--- src/rtl/rn_pkg.sv ---
// Shared slot counts for the rename unit.
package rn_pkg;
    localparam int SRC_SLOTS = 3;
    localparam int DST_SLOTS = 2;
    localparam int RD_PORTS  = SRC_SLOTS + DST_SLOTS;
endpackage

--- src/rtl/rn_map_table.sv ---
// Map table: one physical tag per architectural register.
// Assumes: reads are combinational; writes land at the clock edge; when
// both write slots hit one entry, slot DST_SLOTS-1 wins.
module rn_map_table
    import rn_pkg::*;
#(
    parameter int NUM_ARCH = 50,
    parameter int NUM_PHYS = 64,
    localparam int AW = $clog2(NUM_ARCH),
    localparam int PW = $clog2(NUM_PHYS)
) (
    input  logic                    clk,
    input  logic                    rst_n,
    input  logic [RD_PORTS*AW-1:0]  rd_arch,
    output logic [RD_PORTS*PW-1:0]  rd_phys,
    input  logic [DST_SLOTS-1:0]    wr_en,
    input  logic [DST_SLOTS*AW-1:0] wr_arch,
    input  logic [DST_SLOTS*PW-1:0] wr_phys
);
    logic [PW-1:0] map_q [NUM_ARCH];

    // Reset to the identity mapping, then apply writes in slot order.
    always_ff @(posedge clk) begin
        if (!rst_n) begin
            for (int e = 0; e < NUM_ARCH; e++) map_q[e] <= PW'(e);
        end else begin
            for (int e = 0; e < NUM_ARCH; e++) begin
                for (int w = 0; w < DST_SLOTS; w++) begin
                    if (wr_en[w] && wr_arch[w*AW +: AW] == AW'(e))
                        map_q[e] <= wr_phys[w*PW +: PW];
                end
            end
        end
    end

    // Combinational read ports; out-of-range indices read zero.
    always_comb begin
        for (int r = 0; r < RD_PORTS; r++) begin
            if (int'(rd_arch[r*AW +: AW]) < NUM_ARCH)
                rd_phys[r*PW +: PW] = map_q[rd_arch[r*AW +: AW]];
            else
                rd_phys[r*PW +: PW] = '0;
        end
    end

    // Record last cycle's writes for the checks below.
    logic [DST_SLOTS-1:0]    chk_en_q;
    logic [DST_SLOTS*AW-1:0] chk_arch_q;
    logic [DST_SLOTS*PW-1:0] chk_phys_q;
    always_ff @(posedge clk) begin
        if (!rst_n) begin
            chk_en_q   <= '0;
            chk_arch_q <= '0;
            chk_phys_q <= '0;
        end else begin
            chk_en_q   <= wr_en;
            chk_arch_q <= wr_arch;
            chk_phys_q <= wr_phys;
        end
    end


    map_write_chk: assert property (@(posedge clk) disable iff (!rst_n)
        (chk_en_q[0] && !(chk_en_q[1] && chk_arch_q[AW +: AW] == chk_arch_q[0 +: AW]))
        |-> map_q[chk_arch_q[0 +: AW]] == chk_phys_q[0 +: PW]);


    map_last_slot_wins_chk: assert property (@(posedge clk) disable iff (!rst_n)
        chk_en_q[1] |-> map_q[chk_arch_q[AW +: AW]] == chk_phys_q[PW +: PW]);
endmodule

--- src/rtl/rn_free_list.sv ---
// Free list: circular FIFO of physical tags, up to two pops and two pushes
// per cycle. Assumes NUM_PHYS is a power of two, so pointers wrap freely.
// Pops use the count before this cycle's pushes.
module rn_free_list #(
    parameter int NUM_ARCH = 50,
    parameter int NUM_PHYS = 64,
    localparam int PW    = $clog2(NUM_PHYS),
    localparam int CW    = $clog2(NUM_PHYS + 1),
    localparam int NFREE = NUM_PHYS - NUM_ARCH
) (
    input  logic          clk,
    input  logic          rst_n,
    input  logic [1:0]    pop_cnt,
    output logic [PW-1:0] head_tag0,
    output logic [PW-1:0] head_tag1,
    input  logic [1:0]    push_vld,
    input  logic [2*PW-1:0] push_tag,
    output logic [CW-1:0] free_cnt
);
    logic [PW-1:0] fifo_q [NUM_PHYS];
    logic [PW-1:0] head_q, tail_q;
    logic [CW-1:0] cnt_q;
    logic [1:0]    npush;

    // Number of tags returned this cycle.
    assign npush = {1'b0, push_vld[0]} + {1'b0, push_vld[1]};

    // Fill with the spare tags in ascending order; then pop and push.
    always_ff @(posedge clk) begin
        if (!rst_n) begin
            for (int i = 0; i < NUM_PHYS; i++)
                fifo_q[i] <= (i < NFREE) ? PW'(NUM_ARCH + i) : '0;
            head_q <= '0;
            tail_q <= PW'(NFREE);
            cnt_q  <= CW'(NFREE);
        end else begin
            if (push_vld[0]) fifo_q[tail_q] <= push_tag[0 +: PW];
            if (push_vld[1]) fifo_q[tail_q + PW'(push_vld[0])] <= push_tag[PW +: PW];
            tail_q <= tail_q + PW'(npush);
            head_q <= head_q + PW'(pop_cnt);
            cnt_q  <= cnt_q + CW'(npush) - CW'(pop_cnt);
        end
    end

    // Expose the two oldest tags and the occupancy.
    assign head_tag0 = fifo_q[head_q];
    assign head_tag1 = fifo_q[head_q + PW'(1)];
    assign free_cnt  = cnt_q;


    no_overflow_chk: assert property (@(posedge clk) disable iff (!rst_n)
        (int'(cnt_q) + int'(npush)) <= NUM_PHYS);


    no_underflow_chk: assert property (@(posedge clk) disable iff (!rst_n)
        CW'(pop_cnt) <= cnt_q);
endmodule

--- src/rtl/reg_rename_unit.sv ---
// Rename unit top: maps three sources and two destinations of one micro-op
// per cycle to physical tags. Outputs are combinational; state updates at
// the clock edge. Index 49 (condition flags) needs no special handling.
module reg_rename_unit
    import rn_pkg::*;
#(
    parameter int NUM_ARCH = 50,
    parameter int NUM_PHYS = 64,
    localparam int AW = $clog2(NUM_ARCH),
    localparam int PW = $clog2(NUM_PHYS),
    localparam int CW = $clog2(NUM_PHYS + 1)
) (
    input  logic                    clk,
    input  logic                    rst_n,
    input  logic                    in_valid,
    input  logic [SRC_SLOTS-1:0]    src_vld,
    input  logic [SRC_SLOTS*AW-1:0] src_arch,
    input  logic [DST_SLOTS-1:0]    dst_vld,
    input  logic [DST_SLOTS*AW-1:0] dst_arch,
    input  logic [DST_SLOTS-1:0]    rel_vld,
    input  logic [DST_SLOTS*PW-1:0] rel_tag,
    output logic                    out_valid,
    output logic                    stall,
    output logic [SRC_SLOTS*PW-1:0] src_phys,
    output logic [DST_SLOTS*PW-1:0] dst_phys,
    output logic [DST_SLOTS*PW-1:0] dst_old
);
    logic [1:0]             need;
    logic                   fire;
    logic [CW-1:0]          free_cnt;
    logic [PW-1:0]          head0, head1;
    logic [RD_PORTS*PW-1:0] map_rd;
    logic [PW-1:0]          new0, new1, old0, old1;

    // Tags this micro-op needs and whether the list can supply them.
    assign need  = {1'b0, dst_vld[0]} + {1'b0, dst_vld[1]};
    assign stall = in_valid && (CW'(need) > free_cnt);
    assign fire  = in_valid && !stall;
    assign out_valid = fire;

    rn_map_table #(.NUM_ARCH(NUM_ARCH), .NUM_PHYS(NUM_PHYS)) u_map (
        .clk     (clk),
        .rst_n   (rst_n),
        .rd_arch ({dst_arch, src_arch}),
        .rd_phys (map_rd),
        .wr_en   (fire ? dst_vld : '0),
        .wr_arch (dst_arch),
        .wr_phys ({new1, new0})
    );

    rn_free_list #(.NUM_ARCH(NUM_ARCH), .NUM_PHYS(NUM_PHYS)) u_free (
        .clk       (clk),
        .rst_n     (rst_n),
        .pop_cnt   (fire ? need : 2'd0),
        .head_tag0 (head0),
        .head_tag1 (head1),
        .push_vld  (rel_vld),
        .push_tag  (rel_tag),
        .free_cnt  (free_cnt)
    );

    // Slot 0 takes the head; slot 1 takes the next one, or the head if alone.
    assign new0 = head0;
    assign new1 = dst_vld[0] ? head1 : head0;

    // Previous mappings; slot 1 sees slot 0's fresh tag when both name one register.
    assign old0 = map_rd[SRC_SLOTS*PW +: PW];
    assign old1 = (dst_vld[0] && dst_arch[AW +: AW] == dst_arch[0 +: AW])
                  ? new0 : map_rd[(SRC_SLOTS+1)*PW +: PW];

    // Gate source tags by slot validity and acceptance.
    for (genvar s = 0; s < SRC_SLOTS; s++) begin : g_src
        assign src_phys[s*PW +: PW] = (fire && src_vld[s]) ? map_rd[s*PW +: PW] : '0;
    end

    // Gate destination tags by slot validity and acceptance.
    assign dst_phys[0 +: PW]  = (fire && dst_vld[0]) ? new0 : '0;
    assign dst_phys[PW +: PW] = (fire && dst_vld[1]) ? new1 : '0;
    assign dst_old[0 +: PW]   = (fire && dst_vld[0]) ? old0 : '0;
    assign dst_old[PW +: PW]  = (fire && dst_vld[1]) ? old1 : '0;


    stall_holds_list_chk: assert property (@(posedge clk) disable iff (!rst_n)
        (stall && rel_vld == '0) |=> $stable(free_cnt));


    release_delay_chk: assert property (@(posedge clk) disable iff (!rst_n)
        (!in_valid && rel_vld == 2'b01) |=> free_cnt == $past(free_cnt) + CW'(1));
endmodule

--- config.mk ---
export PLATFORM = sky130hd
export DESIGN_NAME = reg_rename_unit
export DESIGN_NICKNAME = d
export VERILOG_FILES = /design/src/rtl/rn_pkg.sv /design/src/rtl/rn_map_table.sv /design/src/rtl/rn_free_list.sv /design/src/rtl/reg_rename_unit.sv
export SDC_FILE = /design/constraint.sdc
export NUM_CORES = 2
export LEC_CHECK = 0
export BUFFER_PORTS_ARGS = -buffer_cell sky130_fd_sc_hd__buf_2
export CORE_UTILIZATION = 50
export DETAILED_ROUTE_END_ITERATION = 8
export PLACE_DENSITY = 0.66
export SLEW_MARGIN = 20
export SYNTH_ARGS = -nofsm -noshare
export SYNTH_HDL_FRONTEND = slang
export SYNTH_SLANG_ARGS = --single-unit
export TNS_END_PERCENT = 1
--- constraint.sdc ---
create_clock -name clk -period 5.94 [get_ports clk]
set_clock_uncertainty 0.1 [all_clocks]
set_input_delay 0.594 -clock clk [delete_from_list [all_inputs] [get_ports clk]]
set_output_delay 0.594 -clock clk [all_outputs]
set_load 0.005 [all_outputs]
After elaboration in Yosys (flattened, before gate mapping)
Memory sizes are Yosys's and may differ from the RTL's. A register that Yosys moved wholly into a read port is not among the register bits.
Cells that the tools add are included.
Word-level totals
  output and inout bits: 44
  RAM bits: 684
  memories kept: 2
  input port bits: 52
  logic and storage cells: 761
  register bits: 19
Operators by class
  reductions and logical operators: 113
  add/sub/neg operators: 8
  bitwise gates (word level): 100
  magnitude comparators: 6
  eq/ne operators: 99
  mux-type cells: 430
Memories
  u_free.fifo_q: depth 64, bits a word 6, rd ports 2, clocked after memory_dff 1, wr ports 64, RTL line rn_free_list.sv:20  | logic [PW-1:0] fifo_q [NUM_PHYS];
  u_map.map_q: depth 50, bits a word 6, rd ports 5, clocked after memory_dff 0, wr ports 50, RTL line rn_map_table.sv:20  | logic [PW-1:0] map_q [NUM_ARCH];
Operators with widths (number)
  6-bit 2-to-1 mux: 119
  1-bit 2-to-1 mux: 309
  6-bit equality test, second input constant: 36
  6-bit by 5-bit equality test with 1-bit output, second input constant: 32
  1-bit logical AND: 108
  1-bit bitwise OR: 100
  6-bit by 4-bit equality test with 1-bit output, second input constant: 16
  6-bit by 3-bit equality test with 1-bit output, second input constant: 8
  6-bit < comparator, second input constant: 5
  6-bit by 2-bit equality test with 1-bit output, second input constant: 4
  6-bit by 2-bit adder with 6-bit output: 2
  6-bit by 1-bit equality test with 1-bit output, second input constant: 2
  6-bit zero test: 2
  6-bit OR reduction: 2
  7-bit by 2-bit adder with 7-bit output: 1
  2-bit by 7-bit greater-than comparator with 1-bit output: 1
  7-bit by 2-bit subtractor with 7-bit output: 1
  6-bit by 1-bit adder with 6-bit output: 1
  6-bit by 1-bit adder with 6-bit output, second input constant: 1
  6-bit equality test: 1
  1-bit by 1-bit adder with 2-bit output: 2
  2-bit 2-to-1 mux: 2
  1-bit zero test: 1

Logic depth before layout (Yosys ltp)
  word-level depth: 12
  gate-level depth with buffers: 19
  mapped depth without buffers: 18

Hierarchy
From an unflattened synthesis, not the netlist that was laid out.
Second synthesis, totals
  cell total of the unflattened synthesis: 4957
  area total of the unflattened synthesis: 53528.8 um^2
By module, submodules not included
  rn_map_table: sequential area each 9008.6 um^2, area each 26510.4 um^2, times used 1, cells each 2396
  rn_free_list: sequential area each 11911.4 um^2, area each 26384.1 um^2, times used 1, cells each 2468
  reg_rename_unit: sequential area each 0.0 um^2, area each 634.4 um^2, times used 1, cells each 93

Worst setup path before layout
OpenSTA, ideal clock, no wires.
  kind: input-to-reg
  start point: input port dst_vld[0]
  end point: register u_free.cnt_q[6] (netlist: u_free.free_cnt[6])
  required time: 5.708 ns
  path buffers: 1
  data arrival time: 4.064 ns
  cell stages on the path: 19
  slack: 1.644 ns
  setup time: 0.132 ns
  path through: ha_1 -> ha_1 -> nand4b_1 -> o2111ai_1 -> o21a_1 -> clkbuf_1 -> and2_1 -> ha_1 -> inv_1 -> ha_1 -> inv_1 -> fa_1 -> nand2b_1 -> a21oi_1 -> nor2_1 -> or2_2 -> a21oi_1 -> or3_1 -> a21oi_1
Between the ends
  word-level cells in the longest chain between the ends: 7
RTL lines
  from (decl): RTL line reg_rename_unit.sv:18  | input logic [DST_SLOTS-1:0] dst_vld,
  1-bit by 1-bit adder with 2-bit output: RTL line reg_rename_unit.sv:36  | assign need = {1'b0, dst_vld[0]} + {1'b0, dst_vld[1]};
  2-bit by 7-bit greater-than comparator with 1-bit output: RTL line reg_rename_unit.sv:37  | assign stall = in_valid && (CW'(need) > free_cnt);
  1-bit logical AND: RTL line reg_rename_unit.sv:37
  1-bit zero test: RTL line reg_rename_unit.sv:38  | assign fire = in_valid && !stall;
  1-bit logical AND: RTL line reg_rename_unit.sv:38
  via out_valid: RTL line reg_rename_unit.sv:22  | output logic out_valid,
  2-bit 2-to-1 mux: RTL line reg_rename_unit.sv:54  | .pop_cnt (fire ? need : 2'd0),
  7-bit by 2-bit subtractor with 7-bit output: RTL line rn_free_list.sv:41  | cnt_q <= cnt_q + CW'(npush) - CW'(pop_cnt);
  to (signal assigned): RTL line rn_free_list.sv:35  | cnt_q <= CW'(NFREE);
  to (signal assigned): RTL line rn_free_list.sv:41
  to (decl): RTL line rn_free_list.sv:22  | logic [CW-1:0] cnt_q;
The timed path passes the listed nets, and every way through them passes these cells.
A chain may end at the register's enable or synchronous reset.

==> results.ini <==
[status]
run_status=finished clean

[min_path]
hp-start=rel_tag[11]
worstHoldPathCells=3
hold_end=u_free.fifo_q[43][5]
min_path_type=primary input to register

[global_route]
grt_usage=0.402
grt_pass1_vias=42300
grt_max_degree=96
grt_pass1_wl_um=309000
grt_overflow=0
antenna_found_initial=10

[sta]
setup_violations=0
fin_crit_sh=0.922
tightest_slew_ns=1.32
fin_setup_tns_ns=0
min_period_ns=5.47
setup_slack_ns=0.466
final_hold_viol_count=0
rsz0062_at_grt=false
max_slew_margin=0.113
fmax_mhz=183
slew_viol_final=0

[cts]
numCtsBuffers=80
cts.sinks=703
cts_resized=0
cts-root-buf=clkbuf_16
cts_tree=yes
post_cts_buffers=0
clock_latency_ns=0.69
htreeDepth=3
clk_path_buf_depth=3
cts_hold_buf=0
clk_pin_slew_ns=0.06

[yosys]
yosysTopAreaCell=edfxtp_1
synthArstFlopShare=0
synth.yosys.seq_area_share=0.399
ys.flop_type=edfxtp_1
synth_most_common_cell=nand2_1
synth_top_area_frac=0.391
syn_inst=4824
syn-cell-area_um2=52500
yosys-top-cells-count=nand2_1 (704), edfxtp_1 (684), mux4_2 (561)
synth.distinct_cells=75
syn_nets=4901
ys_ff_latch=703
synth-edff-count=684
yosys_warnings=0
synth.area.top_cells=edfxtp_1 (39%), mux4_2 (24%), nand2_1 (5.0%)
syn_area_per_cell_um2=10.9

[detailed_routing]
wirelength_um=215000
via_per_inst=7.58
ant_nets=0
wl_per_cell_um=35.4
drc=0
drt_iter0_drc=9134
vias=46100
first_pass_iters=8

[worst_setup_path]
arrival_ns=4.78
crit_path_max_fanout=44
start_kind=register
r2r_slack_ns=1.19
required_ns=5.25
critPathKind=register to primary output
regToRegStartpoint=u_free.head_q[1]
rr_endpoint=u_map.map_q[49][4]
worst_setup_path_end_kind=primary output
rr_worst_depth=9

[floorplan]
io_pins=96
core_region_area_um2=104000
die_h_um=326
initial_core_util=0.506
die-width_um=326
dieArea_um2=106000
rows=118

[run]
drv_cap=0

[power_and_ir_drop]
power_leakage_nw=17.5
p_per_area_nw_per_um2=253
ir_worst_vdd_uv=214

[finish]
nets=4705
drive_above_1_share=0.209
syn_to_final_growth_pct=7.46
num-fill-cells=8762

[place]
gp_congestion=1.05
portBuffers=95
dpl.hpwl_um=149000
dpl_worst_slack_ns=1.33

==> worst max-delay path: stages, from the launching register on <==
cell      delay, ns
dfxtp_4        0.88
buf_4          0.41
mux4_2         0.54
o211ai_1       0.38
a21oi_1        0.21
a32oi_2        0.93
buf_4          0.39
o22ai_1        0.13
buf_2          0.19
==> where the power goes <==
group	internal, W	switching, W	total (W)
Sequential	0.00568	0.000286	0.00596
Clock	0.00291	0.00218	0.00509
Combinational	0.00121	0.00203	0.00324
==> per-stage QoR <==
stage                     cells  utilization  area (µm²)  hold WS [ns]  total power, W
after floorplan            4824            -       52500         0.482         0.00801
after global placement     5924        0.517       53700         0.594         0.00910
after detailed placement   5924        0.518       53700         0.592         0.00914
after CTS                  6070        0.543       56300         0.401          0.0141
after global routing       6073        0.543       56400         0.432          0.0145
final                      6079        0.543       56400         0.420          0.0143
==> layout make-up <==
cell class,instances,area [µm²],share of cell area
Inverter,43,163,0.00288
Clock inverter,40,392,0.00694
Tap cell,1380,1730,0.0306
Clock buffer,106,2200,0.0391
Sequential cell,703,20900,0.371
Antenna cell,7,17.5,0.000311
Timing Repair Buffer,232,1630,0.0290
Multi-Input combinational cell,3568,29300,0.520
==> state kept, by name (all words and copies together) (netlist names) <==
name / count
u_free.free_cnt: 7
u_free.head_q: 6
u_free.tail_q: 6
u_map.map_q: 300
u_free.fifo_q: 384
==> worst max-delay path by stage <==
stage | startpoint | end | slack, ns | depth (start not counted)
2_1_floorplan | dst_vld[0] | u_free.free_cnt[6] | 1.64 | 19
3_3_place_gp | u_free.head_q[1] | dst_old[6] | 1.34 | 8
3_5_place_dp | u_free.head_q[1] | dst_old[6] | 1.33 | 8
4_1_cts | u_free.head_q[1] | dst_old[6] | 0.62 | 8
5_1_grt | u_free.head_q[1] | dst_phys[8] | 0.46 | 10
6_report | u_free.head_q[1] | dst_old[6] | 0.47 | 8
==> layer usage <==
metal / track usage / share of wire / routed length [µm]
met1: 0.508 / 0.33 / 71000
met2: 0.590 / 0.43 / 92600
met3: 0.137 / 0.16 / 34500
met4: 0.260 / 0.081 / 17400
met5: 0 / 0.00032 / 70
==> cells in the final DEF (no fill, tap or decap), types with 23 or more instances in the layout <==
cell type  count
nor3_1        95
inv_1         39
nand3_1      257
o211ai_1      53
a21oi_1      304
o21ai_0      447
nor2_1       310
nand2b_1      32
clkbuf_16     84
or3_1         63
buf_4        131
edfxtp_1     684
nand2_1      703
nand3b_1      25
nor2b_1       29
o22ai_1      108
mux4_2       561
mux2i_1      199
o21ai_1       23
buf_2         87
==> cell families after synthesis <==
family / Yosys count / synth area share
AO/OA/AOI/OAI: 1153 / 0.130
XOR/XNOR: 25 / 0.00431
buffers and inverters: 553 / 0.0457
flip-flops: 703 / 0.399
AND/OR/NAND/NOR: 1590 / 0.133
multiplexers: 775 / 0.282
adder cells (fa/ha/maj): 25 / 0.00653
No activity file was read; power rests on OpenSTA's default activity.
